===== src/rtl/thermal_pid_pkg.sv =====
package thermal_pid_pkg;

    localparam int TEMP_W  = 12;
    localparam int ERR_W   = TEMP_W + 1;
    localparam int DIF_W   = TEMP_W + 2;
    localparam int INT_W   = 20;
    localparam int GAIN_W  = 18;
    localparam int FRAC    = 12;
    localparam int BAND_SH = 4;
    localparam int NUM_LVL = 4;
    localparam int LVL_W   = $clog2(NUM_LVL + 1);
    localparam int ACC_W   = INT_W + GAIN_W + 4;
    localparam int M_TOP   = NUM_LVL << BAND_SH;
    localparam int I_MAX   = (1 << (INT_W - 1)) - 1;

    typedef logic signed [TEMP_W-1:0] temp_t;
    typedef logic signed [ERR_W-1:0]  err_t;
    typedef logic signed [DIF_W-1:0]  dif_t;
    typedef logic signed [INT_W-1:0]  isum_t;
    typedef logic signed [ACC_W-1:0]  acc_t;
    typedef logic [LVL_W-1:0]         lvl_t;

    typedef struct packed {
        logic signed [GAIN_W-1:0] kp;
        logic signed [GAIN_W-1:0] ki;
        logic signed [GAIN_W-1:0] kd;
    } gains_t;

    typedef enum logic {
        SRC_BUF  = 1'b0,
        SRC_DRAM = 1'b1
    } src_e;

    // Gains scaled by 2^FRAC with the 10 ms interval folded in
    localparam gains_t BUF_GAINS  = '{kp: 18'sd42598, ki: 18'sd7383, kd: 18'sd410};
    localparam gains_t DRAM_GAINS = '{kp: 18'sd50790, ki: 18'sd6354, kd: 18'sd410};

    localparam temp_t BUF_TARGET  = 12'sd1098;
    localparam temp_t BUF_THRESH  = 12'sd1090;
    localparam temp_t DRAM_TARGET = 12'sd848;
    localparam temp_t DRAM_THRESH = 12'sd840;

    function automatic isum_t isum_add(isum_t a, err_t e);
        logic signed [INT_W:0] s;
        s = (INT_W+1)'(a) + (INT_W+1)'(e);
        if (s > (INT_W+1)'(I_MAX))
            return isum_t'(I_MAX);
        else if (s < -(INT_W+1)'(I_MAX))
            return -isum_t'(I_MAX);
        else
            return isum_t'(s);
    endfunction

    function automatic lvl_t to_level(acc_t m);
        if (m <= 0)
            return '0;
        else if (m >= acc_t'(M_TOP))
            return lvl_t'(NUM_LVL);
        else
            return lvl_t'(m[BAND_SH +: LVL_W]);
    endfunction

endpackage


===== src/rtl/thermal_pid_loop.sv =====
module thermal_pid_loop
    import thermal_pid_pkg::*;
#(
    parameter temp_t  TARGET = BUF_TARGET,
    parameter temp_t  THRESH = BUF_THRESH,
    parameter gains_t GAINS  = BUF_GAINS
) (
    input  logic  clk,
    input  logic  rst,
    input  logic  tick,
    input  temp_t temp,
    output lvl_t  level
);

    err_t  err, err_prev_q;
    dif_t  dif;
    isum_t isum_q, isum_nx;
    logic  first_q, sat_q, sat_now, integ_en;
    acc_t  p_kp, p_ki, p_kd, acc, m;

    assign err      = ERR_W'(TARGET) - ERR_W'(temp);
    assign dif      = first_q ? '0 : (DIF_W'(err) - DIF_W'(err_prev_q));
    assign integ_en = (temp > THRESH) && !sat_q;
    assign isum_nx  = integ_en ? isum_add(isum_q, err) : isum_q;

    assign p_kp = ACC_W'(GAINS.kp) * ACC_W'(err);
    assign p_ki = ACC_W'(GAINS.ki) * ACC_W'(isum_nx);
    assign p_kd = ACC_W'(GAINS.kd) * ACC_W'(dif);
    assign acc  = p_kp + p_ki + p_kd;
    assign m    = acc >>> FRAC;

    assign sat_now = (m <= 0) || (m >= acc_t'(M_TOP));
    assign level   = to_level(m);

    always_ff @(posedge clk) begin
        if (rst) begin
            isum_q     <= '0;
            err_prev_q <= '0;
            first_q    <= 1'b1;
            sat_q      <= 1'b0;
        end else if (tick) begin
            isum_q     <= isum_nx;
            err_prev_q <= err;
            first_q    <= 1'b0;
            sat_q      <= sat_now;
        end
    end


    below_thresh_chk: assert property (@(posedge clk) disable iff (rst)
        (tick && temp <= THRESH) |=> $stable(isum_q));


    no_windup_chk: assert property (@(posedge clk) disable iff (rst)
        (tick && sat_q) |=> $stable(isum_q));


    idle_hold_chk: assert property (@(posedge clk) disable iff (rst)
        !tick |=> ($stable(isum_q) && $stable(err_prev_q)));


    level_range_chk: assert property (@(posedge clk) disable iff (rst)
        level <= lvl_t'(NUM_LVL));

endmodule


===== src/rtl/thermal_pick_min.sv =====
module thermal_pick_min
    import thermal_pid_pkg::*;
(
    input  lvl_t lvl_buf,
    input  lvl_t lvl_dram,
    output lvl_t pick,
    output src_e src
);

    always_comb begin
        if (lvl_dram < lvl_buf) begin
            pick = lvl_dram;
            src  = SRC_DRAM;
        end else begin
            pick = lvl_buf;
            src  = SRC_BUF;
        end
    end

endmodule


===== src/rtl/thermal_pid_pair.sv =====
module thermal_pid_pair
    import thermal_pid_pkg::*;
(
    input  logic                     clk,
    input  logic                     rst,
    input  logic                     tick,
    input  logic signed [TEMP_W-1:0] temp_buf,
    input  logic signed [TEMP_W-1:0] temp_dram,
    output logic [LVL_W-1:0]         setting,
    output logic                     limiter
);

    lvl_t lvl_b, lvl_d, pick;
    src_e src;

    thermal_pid_loop #(
        .TARGET(BUF_TARGET), .THRESH(BUF_THRESH), .GAINS(BUF_GAINS)
    ) u_loop_buf (
        .clk(clk), .rst(rst), .tick(tick), .temp(temp_buf), .level(lvl_b)
    );

    thermal_pid_loop #(
        .TARGET(DRAM_TARGET), .THRESH(DRAM_THRESH), .GAINS(DRAM_GAINS)
    ) u_loop_dram (
        .clk(clk), .rst(rst), .tick(tick), .temp(temp_dram), .level(lvl_d)
    );

    thermal_pick_min u_pick (
        .lvl_buf(lvl_b), .lvl_dram(lvl_d), .pick(pick), .src(src)
    );

    always_ff @(posedge clk) begin
        if (rst) begin
            setting <= lvl_t'(NUM_LVL);
            limiter <= 1'b0;
        end else if (tick) begin
            setting <= pick;
            limiter <= (src == SRC_DRAM);
        end
    end


    strobe_hold_chk: assert property (@(posedge clk) disable iff (rst)
        !tick |=> ($stable(setting) && $stable(limiter)));


    most_restrictive_chk: assert property (@(posedge clk) disable iff (rst)
        tick |=> ((setting <= $past(lvl_b)) && (setting <= $past(lvl_d))
                  && ((setting == $past(lvl_b)) || (setting == $past(lvl_d)))));


    setting_range_chk: assert property (@(posedge clk) disable iff (rst)
        setting <= lvl_t'(NUM_LVL));

endmodule


===== config.mk =====
export PLATFORM = sky130hd
export DESIGN_NAME = thermal_pid_pair
export DESIGN_NICKNAME = d
export VERILOG_FILES = /design/src/rtl/thermal_pid_pkg.sv /design/src/rtl/thermal_pid_loop.sv /design/src/rtl/thermal_pick_min.sv /design/src/rtl/thermal_pid_pair.sv
export SDC_FILE = /design/constraint.sdc
export NUM_CORES = 2
export LEC_CHECK = 0
export BUFFER_PORTS_ARGS = -buffer_cell sky130_fd_sc_hd__buf_2
export CAP_MARGIN = 20
export CORE_ASPECT_RATIO = 1.4
export CORE_MARGIN = 2
export CORE_UTILIZATION = 30
export CTS_CLUSTER_DIAMETER = 60
export DETAILED_ROUTE_END_ITERATION = 10
export PLACE_DENSITY_LB_ADDON = 0.15
export RECOVER_POWER = 25
export SYNTH_ARGS = -nofsm -noshare
export SYNTH_HDL_FRONTEND = slang
export SYNTH_SLANG_ARGS = --single-unit

===== constraint.sdc =====
create_clock -name clk -period 15.68 [get_ports clk]
set_clock_uncertainty 0.15 [all_clocks]
set_input_delay 0.784 -clock clk [delete_from_list [all_inputs] [get_ports clk]]
set_output_delay 0.784 -clock clk [all_outputs]
set_load 0.03 [all_outputs]

==> flow_summary.ini <==
[floorplanning]
start_util = 0.301
die_w_um = 284
core_area_mm2 = 0.110
io_pins = 31
rows = 144
dieArea_mm2 = 0.113
die_y_um = 396

[cts]
clockRootBuffer = clkbuf_16
clk_path_buf_depth = 2
cts_tree = done
numCtsBuffers = 9
cts_setup_buffers = 0
htreeDepth = 3
cts_sinks = 73
insertion_delay_ps = 400
clk_pin_slew_ps = 90

[yosys]
syn_area_per_cell_um2 = 8.74
yosys.cell_types.count = 92
syn_nets = 4943
ys_ff_latch = 73
synth_most_common_cell = inv_1
synth-edff-count = 0
synth_common_cells = 798 x inv_1, 711 x ha_1, 426 x fa_1
synthTopCellsByArea = ha_1 27%, fa_1 26%, inv_1 9.1%
ys_async_sr_fraction = 0
synth_top_area_frac = 0.269
netlist_area_mm2 = 0.0330
netlist_instances = 3779
yosys.area.top_type = ha_1
synth_ff_type = dfxtp_1
ys_warn_count = 0
yosysSeqAreaShare = 0.0443

[global_route]
grt-ovfl-total = 0
antenna_found_initial = 0
grt_max_degree = 44
grt_pass1_vias = 27500
track_usage = 0.178
grt_pass1_wl_um = 156000

[place]
routabilityCongestion = 0.834
portBuffers = 30
post-place-ws_ps = -7.16
place_hpwl_um = 88100

[setup_path]
startpoint = temp_dram[0]
cp.required_ps = 15850
cp_max_fo = 6
endpoint_kind = flop
critPathArrivalTime_ps = 14940
path_class = in2reg
rrSetupSlack_ps = 1760
cp_slowest_cell = o311ai_0
rr_endpoint = setting[1]
start_kind = primary input
cp_common_cell = ha_1
crit-reg2reg-launch = u_loop_dram.isum_q[0]
critPathMaxStageDelay_ps = 700
r2r_cells = 54

[routing]
postRouteAntennaNets = 0
drc = 0
wl_um = 98800
first_pass_iters = 5
wire_per_inst_um = 18.5
via_per_inst = 4.78
num_vias = 25500
first_iter_violations = 915

[sta]
setup_viol = 0
hold_violations = 0
drv_slew = 44
finalWorstSetupSlack_ps = 910
max_freq_mhz = 67.7
period_share = 0.942
worst_slew_margin_rel = -1.10
period_minus_slack_ps = 14770
worstMarginPinSlew_ps = 3150

[finish]
drive_gt1_frac = 0.0579
multiInputGateArea_mm2 = 0.0284
fillCellCount = 11800
nets = 5043
seqCellArea_mm2 = 0.00146
diodes = 0
areaGrowthSynthToFinish_pct = 9.25

[worst_hold_path]
whs_path_depth = 2
hp-class = reg2reg
hold_start = u_loop_dram.err_prev_q[6]
whs_endpoint = u_loop_dram.err_prev_q[6]

[run_status]
status = finished with violations
violations = max-capacitance violations, max-slew violations

[job]
max-cap-violations = 1
==> cell type report <==
class                      instances  share of cell area
multi-input combinational       2848               0.789
timing repair buffer             145              0.0280
sequential                        73              0.0405
inverter                         802              0.0835
tap                             1460              0.0507
clock inverter                     5             0.00219
clock buffer                      10             0.00663
==> stage by stage <==
step	instance area, µm²	hold slack, ps	util	TNS [ps]	cells
2_1_floorplan	33000	295	-	0	3779
3_3_place_gp	35700	307	0.326	0	5328
3_5_place_dp	35700	314	0.326	-7.16	5328
4_1_cts	36000	327	0.329	0	5343
5_1_grt	36100	353	0.329	-13.1	5343
6_report	36100	330	0.329	0	5343
==> metal layers <==
| metal | part of all wire | routed length, µm | global-route usage | vias to the layer above |
|---|---|---|---|---|
| li1 | - | - | - | 12800 |
| met1 | 0.38 | 37300 | 0.186 | 12500 |
| met2 | 0.60 | 59100 | 0.383 | 195 |
| met3 | 0.012 | 1190 | 0.0101 | 48 |
| met4 | 0.012 | 1230 | 0.0276 | 0 |
| met5 | 0 | 0 | 0 | - |
==> flip-flops by register name, indices dropped and copies added (netlist names) <==
signal	cells
u_loop_buf.first_q	1
u_loop_buf.isum_q	20
u_loop_dram.sat_q	1
limiter	1
u_loop_buf.err_prev_q	13
u_loop_dram.isum_q	20
setting	3
u_loop_dram.err_prev_q	13
u_loop_buf.sat_q	1
==> worst max-delay path, delay by kind of cell <==
| family | cells | cell delay [ps] |
|---|---|---|
| xor gates and xnor gates | 3 | 680 |
| buffers and inverters | 7 | 760 |
| adders and majority gates | 11 | 3790 |
| muxes | 2 | 620 |
| AOI/OAI and AO/OA | 28 | 6320 |
| and+or+nand+nor | 6 | 1930 |
==> layout by cell type, fill, tap and decap left out, types with 24 or more instances in the layout <==
cell	netlist	final
o21ai_0	136	131
nor3_1	58	58
fa_1	426	426
o21a_1	29	29
nor2b_1	37	37
dfxtp_1	73	73
a31oi_1	28	28
a21o_1	84	84
xnor2_1	163	161
buf_4	0	116
nand2_1	153	152
nor2_1	218	218
and3_1	24	24
nand2b_1	34	34
a21oi_1	187	185
buf_2	3	24
xor2_1	70	69
ha_1	711	711
mux2i_1	57	57
o21bai_1	40	40
nand3_1	45	45
a211oi_1	46	46
inv_1	798	797
==> cell families (layout without fill, tap and decap cells) <==
kind of cell / after synthesis / after routing / share of synthesized area
muxes: 68 / 68 / 0.0211
DFF: 73 / 73 / 0.0443
xor gates and xnor gates: 233 / 233 / 0.0618
buffers and inverters: 858 / 962 / 0.0977
AOI/OAI and AO/OA: 719 / 719 / 0.144
adders and majority gates: 1143 / 1143 / 0.530
and+or+nand+nor: 685 / 685 / 0.101
==> what timing repair did <==
item | 4_1_cts | 5_1_grt
hold buffers | 0 | 0
endpoints found under the setup margin | 0 | 4
gates resized for setup | 0 | 19
==> worst max path at each step <==
stage                       endpoint  slack, ps  depth (start not counted)
after floorplan           setting[1]       1110                         57
after global placement    setting[1]        210                         56
after detailed placement  setting[1]         -7                         59
after CTS                 setting[1]        350                         59
after global routing      setting[1]        -10                         58
final                     setting[1]        910                         57
Power is not shown: default switching activity piles up to over one toggle a cycle in this logic, so the estimate is an artifact.
